`src/rtl/cel_pkg.sv`:
```
package cel_pkg;
    localparam int OPC_W      = 16;
    localparam int HDR_BYTES  = 24;
    localparam int SUPP_BYTES = 28;

    localparam logic [7:0] RC_OK        = 8'h00;
    localparam logic [7:0] RC_BAD_INPUT = 8'h02;
    localparam logic [7:0] RC_UNSUPP    = 8'h03;
    localparam logic [7:0] RC_BUSY      = 8'h06;

    typedef enum logic [2:0] {
        ST_IDLE,
        ST_SUPP,
        ST_HDR,
        ST_CHECK,
        ST_COPY,
        ST_RESP
    } cel_state_t;
endpackage

```
`src/rtl/cel_scanner.sv`:
```
module cel_scanner
    import cel_pkg::*;
#(
    parameter int N_CMDS = 13,
    parameter logic [N_CMDS*16-1:0] CMD_OPS = '0,
    parameter logic [N_CMDS*16-1:0] CMD_EFFS = '0,
    parameter int LOG_DEPTH = 16,
    localparam int CW = $clog2(LOG_DEPTH + 1),
    localparam int IW = (LOG_DEPTH > 1) ? $clog2(LOG_DEPTH) : 1
) (
    input  logic          clk,
    input  logic          rst_n,
    input  logic [31:0]   rd_addr,
    output logic [7:0]    rd_byte,
    output logic [CW-1:0] entry_count,
    output logic          scan_done
);
    logic [OPC_W-1:0] scan_op;
    logic [31:0]      log_mem [LOG_DEPTH];
    logic             hit;
    logic [15:0]      hit_eff;
    logic [N_CMDS-1:0] match_vec;

    // one comparator per table row
    for (genvar gi = 0; gi < N_CMDS; gi++) begin : g_match
        assign match_vec[gi] = (CMD_OPS[gi*16 +: 16] == scan_op);
    end

    always_comb begin
        hit     = |match_vec;
        hit_eff = '0;
        for (int i = 0; i < N_CMDS; i++) begin
            if (match_vec[i]) hit_eff = hit_eff | CMD_EFFS[i*16 +: 16];
        end
    end

    always_ff @(posedge clk) begin
        if (!rst_n) begin
            scan_op     <= '0;
            scan_done   <= 1'b0;
            entry_count <= '0;
        end else if (!scan_done) begin
            if (hit && (entry_count < CW'(LOG_DEPTH))) begin
                log_mem[entry_count[IW-1:0]] <= {hit_eff, scan_op};
                entry_count <= entry_count + 1'b1;
            end
            scan_op <= scan_op + 1'b1;
            if (scan_op == '1) scan_done <= 1'b1;
        end
    end

    // byte read port: bytes past the stored entries read as zero
    logic [29:0] rd_word;
    logic [31:0] rd_entry;
    assign rd_word = rd_addr[31:2];
    always_comb begin
        rd_entry = '0;
        if (rd_word < 30'(entry_count)) rd_entry = log_mem[rd_word[IW-1:0]];
        rd_byte = rd_entry[{rd_addr[1:0], 3'b000} +: 8];
    end

    AST_COUNT_BOUND:  assert property (@(posedge clk) disable iff (!rst_n)
        entry_count <= CW'(LOG_DEPTH));
    AST_COUNT_FROZEN: assert property (@(posedge clk) disable iff (!rst_n)
        scan_done |=> $stable(entry_count));
    AST_DONE_STICKY:  assert property (@(posedge clk) disable iff (!rst_n)
        scan_done |=> scan_done);
endmodule

```
`src/rtl/cel_responder.sv`:
```
module cel_responder
    import cel_pkg::*;
#(
    parameter int PAYLOAD_BYTES = 256,
    parameter logic [127:0] LOG_ID = '0,
    parameter int CW = 5,
    localparam int PL_AW = $clog2(PAYLOAD_BYTES)
) (
    input  logic             clk,
    input  logic             rst_n,
    input  logic             scan_done,
    input  logic [CW-1:0]    entry_count,
    input  logic             req_valid,
    input  logic             req_kind,
    output logic             req_ready,
    output logic             rsp_valid,
    output logic [7:0]       rsp_code,
    output logic [15:0]      rsp_len,
    output logic [PL_AW-1:0] pl_addr,
    output logic             pl_rd_en,
    input  logic [7:0]       pl_rdata,
    output logic             pl_wr_en,
    output logic [7:0]       pl_wdata,
    output logic [31:0]      log_addr,
    input  logic [7:0]       log_byte
);
    cel_state_t state, state_nx;

    logic [31:0]  cnt;
    logic         cap_v;
    logic [4:0]   cap_idx;
    logic [191:0] hdr;

    logic [127:0] hdr_id;
    logic [31:0]  hdr_off;
    logic [31:0]  hdr_len;
    assign hdr_id  = hdr[127:0];
    assign hdr_off = hdr[159:128];
    assign hdr_len = hdr[191:160];

    logic range_bad, id_bad;
    assign range_bad = ({1'b0, hdr_off} + {1'b0, hdr_len}) > 33'(PAYLOAD_BYTES);
    assign id_bad    = (hdr_id != LOG_ID);

    logic [31:0]                log_size;
    logic [SUPP_BYTES*8-1:0]    supp_vec;
    assign log_size = 32'(entry_count) << 2;
    assign supp_vec = {log_size, LOG_ID, 48'h0, 16'h0001};

    assign log_addr = hdr_off + cnt;

    // state register
    always_ff @(posedge clk) begin
        if (!rst_n) state <= ST_IDLE;
        else        state <= state_nx;
    end

    // next state
    always_comb begin
        state_nx = state;
        unique case (state)
            ST_IDLE: if (req_valid) begin
                if (!scan_done)    state_nx = ST_RESP;
                else if (req_kind) state_nx = ST_HDR;
                else               state_nx = ST_SUPP;
            end
            ST_SUPP:  if (cnt == 32'(SUPP_BYTES - 1)) state_nx = ST_RESP;
            ST_HDR:   if (cnt == 32'(HDR_BYTES) && !cap_v) state_nx = ST_CHECK;
            ST_CHECK: begin
                if (range_bad || id_bad || hdr_len == 32'd0) state_nx = ST_RESP;
                else                                         state_nx = ST_COPY;
            end
            ST_COPY:  if (cnt == hdr_len - 32'd1) state_nx = ST_RESP;
            ST_RESP:  state_nx = ST_IDLE;
            default:  state_nx = ST_IDLE;
        endcase
    end

    // outputs
    always_comb begin
        req_ready = (state == ST_IDLE);
        rsp_valid = (state == ST_RESP);
        pl_addr   = cnt[PL_AW-1:0];
        pl_rd_en  = 1'b0;
        pl_wr_en  = 1'b0;
        pl_wdata  = 8'h00;
        unique case (state)
            ST_SUPP: begin
                pl_wr_en = 1'b1;
                pl_wdata = supp_vec[{cnt[4:0], 3'b000} +: 8];
            end
            ST_HDR:  pl_rd_en = (cnt < 32'(HDR_BYTES));
            ST_COPY: begin
                pl_wr_en = 1'b1;
                pl_wdata = log_byte;
            end
            default: ;
        endcase
    end

    // datapath
    always_ff @(posedge clk) begin
        if (!rst_n) begin
            cnt      <= '0;
            cap_v    <= 1'b0;
            cap_idx  <= '0;
            hdr      <= '0;
            rsp_code <= RC_OK;
            rsp_len  <= '0;
        end else begin
            unique case (state)
                ST_IDLE: begin
                    cnt   <= '0;
                    cap_v <= 1'b0;
                    if (req_valid && !scan_done) begin
                        rsp_code <= RC_BUSY;
                        rsp_len  <= '0;
                    end
                end
                ST_SUPP: begin
                    cnt <= cnt + 32'd1;
                    if (cnt == 32'(SUPP_BYTES - 1)) begin
                        rsp_code <= RC_OK;
                        rsp_len  <= 16'(SUPP_BYTES);
                    end
                end
                ST_HDR: begin
                    cap_v   <= (cnt < 32'(HDR_BYTES));
                    cap_idx <= cnt[4:0];
                    if (cnt < 32'(HDR_BYTES)) cnt <= cnt + 32'd1;
                    if (cap_v) hdr[{cap_idx, 3'b000} +: 8] <= pl_rdata;
                end
                ST_CHECK: begin
                    cnt     <= '0;
                    rsp_len <= '0;
                    if (range_bad)    rsp_code <= RC_BAD_INPUT;
                    else if (id_bad)  rsp_code <= RC_UNSUPP;
                    else              rsp_code <= RC_OK;
                end
                ST_COPY: begin
                    cnt <= cnt + 32'd1;
                    if (cnt == hdr_len - 32'd1) begin
                        rsp_code <= RC_OK;
                        rsp_len  <= hdr_len[15:0];
                    end
                end
                ST_RESP: ;
                default: ;
            endcase
        end
    end

    AST_RSP_PULSE:   assert property (@(posedge clk) disable iff (!rst_n)
        rsp_valid |=> !rsp_valid);
    AST_NO_BACK2BACK: assert property (@(posedge clk) disable iff (!rst_n)
        (req_valid && req_ready) |=> !req_ready);
    AST_BUSY_REPLY:  assert property (@(posedge clk) disable iff (!rst_n)
        (req_valid && req_ready && !scan_done) |=> (rsp_valid && rsp_code == RC_BUSY && rsp_len == 16'd0));
    AST_NO_EARLY_WRITE: assert property (@(posedge clk) disable iff (!rst_n)
        !scan_done |-> !pl_wr_en);
    AST_ERR_ZERO_LEN: assert property (@(posedge clk) disable iff (!rst_n)
        (rsp_valid && rsp_code != RC_OK) |-> rsp_len == 16'd0);
    AST_RANGE_FIRST: assert property (@(posedge clk) disable iff (!rst_n)
        (state == ST_CHECK && range_bad) |=> (rsp_valid && rsp_code == RC_BAD_INPUT));
endmodule

```
`src/rtl/cel_log_engine.sv`:
```
module cel_log_engine
    import cel_pkg::*;
#(
    parameter int N_CMDS = 13,
    parameter logic [N_CMDS*16-1:0] CMD_OPS = {
        16'h4103, 16'h4102, 16'h4100, 16'h4000, 16'h0401, 16'h0400, 16'h0301,
        16'h0300, 16'h0200, 16'h0103, 16'h0102, 16'h0101, 16'h0100},
    parameter logic [N_CMDS*16-1:0] CMD_EFFS = {
        16'h0006, 16'h0000, 16'h0000, 16'h0000, 16'h0000, 16'h0000, 16'h0008,
        16'h0000, 16'h0000, 16'h0002, 16'h0000, 16'h0010, 16'h0000},
    parameter int LOG_DEPTH = 16,
    parameter int PAYLOAD_BYTES = 256,
    parameter logic [127:0] LOG_ID = 128'h5c3e_91a7_0d4b_4f26_b8e1_7a90_3c52_d6f4,
    localparam int PL_AW = $clog2(PAYLOAD_BYTES)
) (
    input  logic             clk,
    input  logic             rst_n,
    input  logic             req_valid,
    input  logic             req_kind,
    output logic             req_ready,
    output logic             rsp_valid,
    output logic [7:0]       rsp_code,
    output logic [15:0]      rsp_len,
    output logic [PL_AW-1:0] pl_addr,
    output logic             pl_rd_en,
    input  logic [7:0]       pl_rdata,
    output logic             pl_wr_en,
    output logic [7:0]       pl_wdata
);
    localparam int CW = $clog2(LOG_DEPTH + 1);

    logic [CW-1:0] entry_count;
    logic          scan_done;
    logic [31:0]   log_addr;
    logic [7:0]    log_byte;

    cel_scanner #(
        .N_CMDS(N_CMDS), .CMD_OPS(CMD_OPS), .CMD_EFFS(CMD_EFFS),
        .LOG_DEPTH(LOG_DEPTH)
    ) u_scan (
        .clk(clk), .rst_n(rst_n),
        .rd_addr(log_addr), .rd_byte(log_byte),
        .entry_count(entry_count), .scan_done(scan_done)
    );

    cel_responder #(
        .PAYLOAD_BYTES(PAYLOAD_BYTES), .LOG_ID(LOG_ID), .CW(CW)
    ) u_resp (
        .clk(clk), .rst_n(rst_n),
        .scan_done(scan_done), .entry_count(entry_count),
        .req_valid(req_valid), .req_kind(req_kind), .req_ready(req_ready),
        .rsp_valid(rsp_valid), .rsp_code(rsp_code), .rsp_len(rsp_len),
        .pl_addr(pl_addr), .pl_rd_en(pl_rd_en), .pl_rdata(pl_rdata),
        .pl_wr_en(pl_wr_en), .pl_wdata(pl_wdata),
        .log_addr(log_addr), .log_byte(log_byte)
    );
endmodule

```
`config.mk`:
```
export PLATFORM = sky130hd
export DESIGN_NAME = cel_log_engine
export DESIGN_NICKNAME = d
export VERILOG_FILES = /design/src/rtl/cel_pkg.sv /design/src/rtl/cel_scanner.sv /design/src/rtl/cel_responder.sv /design/src/rtl/cel_log_engine.sv
export SDC_FILE = /design/constraint.sdc
export NUM_CORES = 1
export LEC_CHECK = 0
export ABC_AREA = 1
export BUFFER_PORTS_ARGS = -buffer_cell sky130_fd_sc_hd__buf_2
export CORE_MARGIN = 8
export CORE_UTILIZATION = 61
export DETAILED_ROUTE_END_ITERATION = 8
export PLACE_DENSITY = 0.78
export REMOVE_ABC_BUFFERS = 1
export SLEW_MARGIN = 0
export SYNTH_ARGS = -nofsm -noshare
export SYNTH_HDL_FRONTEND = slang
export SYNTH_HIERARCHICAL = 1
export SYNTH_SLANG_ARGS = --single-unit
export TNS_END_PERCENT = 30
```
`constraint.sdc`:
```
create_clock -name clk -period 4.9 [get_ports clk]
set_input_delay 0.49 -clock clk [delete_from_list [all_inputs] [get_ports clk]]
set_output_delay 0.49 -clock clk [all_outputs]
set_load 0.02 [all_outputs]
```
==> impl_metrics.tcl <==
set metrics [dict create \
    synth_edf_count 320 \
    hp-class "primary input to flip-flop" \
    hpwl_mm 65.0 \
    cts_made_buffers 59 \
    nNetsFinal 4073 \
    area_growth_pct 10.7 \
    outcome "completed" \
    cp_slowest_cell "dfxtp_2" \
    path_class "flip-flop to primary output" \
    crit_chain "ha_4 > buf_4 > nand2_1 > nor4_2 > a21oi_2 > o21bai_1 > nand3_1 > nand2_2 > a21boi_2 > buf_4 > xnor2_1 > or2_2 > nor2_2 > nand3_2 > nor2_4 > nand2_4 > nor2_4 > buf_6 > nand3_1 > nand2_1 > nand2_1 > o31ai_2 > buf_4" \
    cts_root_buf "clkbuf_16" \
    synth_top_area_share_pct 30.5 \
    yosys_most_used_dff "edfxtp_1" \
    yosysMostFrequentCell "nand2_1" \
    wl_per_cell_um 20.1 \
    holdPathStages 5 \
    overflow 0 \
    synthArstFlopShare_pct 0 \
    yosysWarnings 6 \
    yosysTopAreaCell "edfxtp_1" \
    antenna_left 0 \
    crit_required_ps 4410 \
    grt_pass1_vias 25100 \
    cp_top_family "simple AND/OR/NAND/NOR gates" \
    tns_ps 0 \
    fin_crit_ps 4780 \
    worstSetupPathDepth 23 \
    p_leak_nw 14.9 \
    die_area_um2 59100 \
    hold_viol 0 \
    core_um2 51200 \
    critical_path.max_stage_delay_ps 350 \
    seq_area_frac_synth_pct 48.0 \
    ctsHoldBuffers 0 \
    die_h_um 243 \
    holdWs_ps 233 \
    rows 83 \
    io_buffer_count 50 \
    grtUsageTotal_pct 30.8 \
    start_util_pct 61.5 \
    cp-start-kind "flip-flop" \
    cts_tree "yes" \
    route.detailed.drc 0 \
    synth-seq-cells 594 \
    drtPass1Iterations 6 \
    synth_area_per_cell_um2 7.99 \
    cts.clk_slew.worst_paths_ps 70 \
    min_period_over_period_pct 97.5 \
    final.setup_skew_ps 60.1 \
    rr_worst_depth 19 \
    grt_pass1_wl_mm 144 \
    slew_headroom_pct 10.1 \
    grt_antenna_before_repair 3 \
    insertion_delay_ps 660 \
    end_kind "primary output" \
    cp.arrival_ps 4290 \
    power.total_mw 10.9 \
    drt_wl_total_mm 94.5 \
    tightest_slew_ps 1340 \
    max_freq_mhz 209 \
    critPathBufInv 4 \
    num_vias 27600 \
    gp_congestion 1.02 \
    setup_viol 0 \
    drive_gt1_share_pct 10.6 \
    cp_max_fo 3 \
    slew_viol_final 0 \
    synth.distinct_cells 66 \
    drt_iter0_markers 3448 \
    synthTopCellsByCount "nand2_1, inv_1, nor2_1" \
    power.density_nw_per_um2 313 \
    synth.top_cells.by_area "edfxtp_1, dfxtp_1, nand2_1, inv_1, nand3_1" \
    clock_path_buffers 3 \
    grt_max_degree 163 \
    dieWidth_um 243 \
    syn-instance-count 3940 \
    ir_drop_mv 0.339 \
    utilization_pct 68.0 \
    viasPerCell 5.86 \
    netlist_area_um2 31500 \
    io_pins 56 \
    clock_sinks 594 \
    cap_viol_max_count 0 \
    htree_levels 2 \
]
## worst paths after layout
path	to	start	slack [ps]
min reg2reg	u_resp/hdr[85]	u_resp/hdr[85]	460
min	u_resp/state[1]	req_kind	230
max	pl_wdata[2]	u_resp/hdr[132]	120
max reg2reg	u_resp/rsp_code[1]	u_resp/hdr[160]	1140
## state kept, by name, indices dropped and copies added, names as in the netlist
signal and flops:
u_scan/scan_op 16, u_resp/rsp_code 3, u_resp/rsp_len 16, u_scan/entry_count 5, u_resp/cnt 32, u_resp/hdr 192, u_scan/scan_done 1, u_resp/cap_idx 5
u_scan/log_mem 320, u_resp/state 3, u_resp/cap_v 1
## routing by layer
layer  track usage (%)  up-vias  share of wire [%]
li1                  -    13100                  -
met1              45.0    12800                 43
met2              45.4     1447                 42
met3              6.38      192                 12
met4              9.78        2                3.2
met5                 0        -              0.012
## worst reg2reg max path, delay by kind of cell, from the launching register on
kind / cells / cell delay (ps)
simple gates: 16 / 2540
buf+inv: 2 / 340
flops: 1 / 410
fa+ha+maj: 1 / 360
## stage by stage
step	cells	area, µm²	setup slack, ps
after floorplan	3798	30700	-7660
after global placement	4579	32400	236
after detailed placement	4579	32400	122
after CTS	4693	34600	11.9
after global routing	4702	34800	-59.7
final	4703	34800	121
## layout by cell type, fill, tap and decap left out, drive strengths merged, types with 3 or more instances in the layout
| cell | instances |
|---|---|
| o211ai | 5 |
| o31ai | 4 |
| a21o | 5 |
| nand4 | 69 |
| conb | 5 |
| a21boi | 4 |
| nor4 | 27 |
| nor2 | 409 |
| a2111oi | 3 |
| a31oi | 9 |
| edfxtp | 320 |
| inv | 492 |
| xor2 | 46 |
| or2 | 47 |
| nor3b | 6 |
| nand3 | 351 |
| clkinv | 34 |
| o21bai | 6 |
| bufinv | 6 |
| dfxtp | 274 |
| a21oi | 277 |
| a211oi | 59 |
| o21a | 6 |
| nand3b | 10 |
| o21ai | 218 |
| buf | 112 |
| nand2 | 950 |
| nor3 | 56 |
| clkbuf | 79 |
| xnor2 | 23 |
| a32o | 4 |
| ha | 88 |
## report_power, final
part	internal, mW	switching [mW]
clock	2.72	2.01
sequential	5.23	0.0380
combinational	0.210	0.688
total	8.16	2.74
## what timing repair did
item                                   4_1_cts  5_1_grt
buffers inserted                             2        9
gates cloned                                 0        0
gates resized for setup                     35       46
endpoints found under the hold margin        0        0
setup endpoints to repair                    8        8
pin swaps                                    4       22
## cell type report
| class | count | area, µm² |
|---|---|---|
| Antenna cell | 1 | 2.50 |
| Clock buffer | 79 | 1650 |
| Multi-Input combinational cell | 2703 | 14100 |
| Fill cell | 4200 | 16400 |
| Tap cell | 680 | 851 |
| Inverter | 501 | 1880 |
| Sequential cell | 594 | 15100 |
| Timing Repair Buffer | 112 | 821 |
| Clock inverter | 33 | 404 |
## kinds of logic after synthesis
family                     share of synthesized area, %
and+or+nand+nor                                    27.2
buffers and inverters                              8.49
AOI/OAI and AO/OA                                  10.6
DFF                                                48.0
adders and majority gates                          3.63
xor gates and xnor gates                           2.07
other                                            0.0119
No activity file was read; power rests on OpenSTA's default activity.
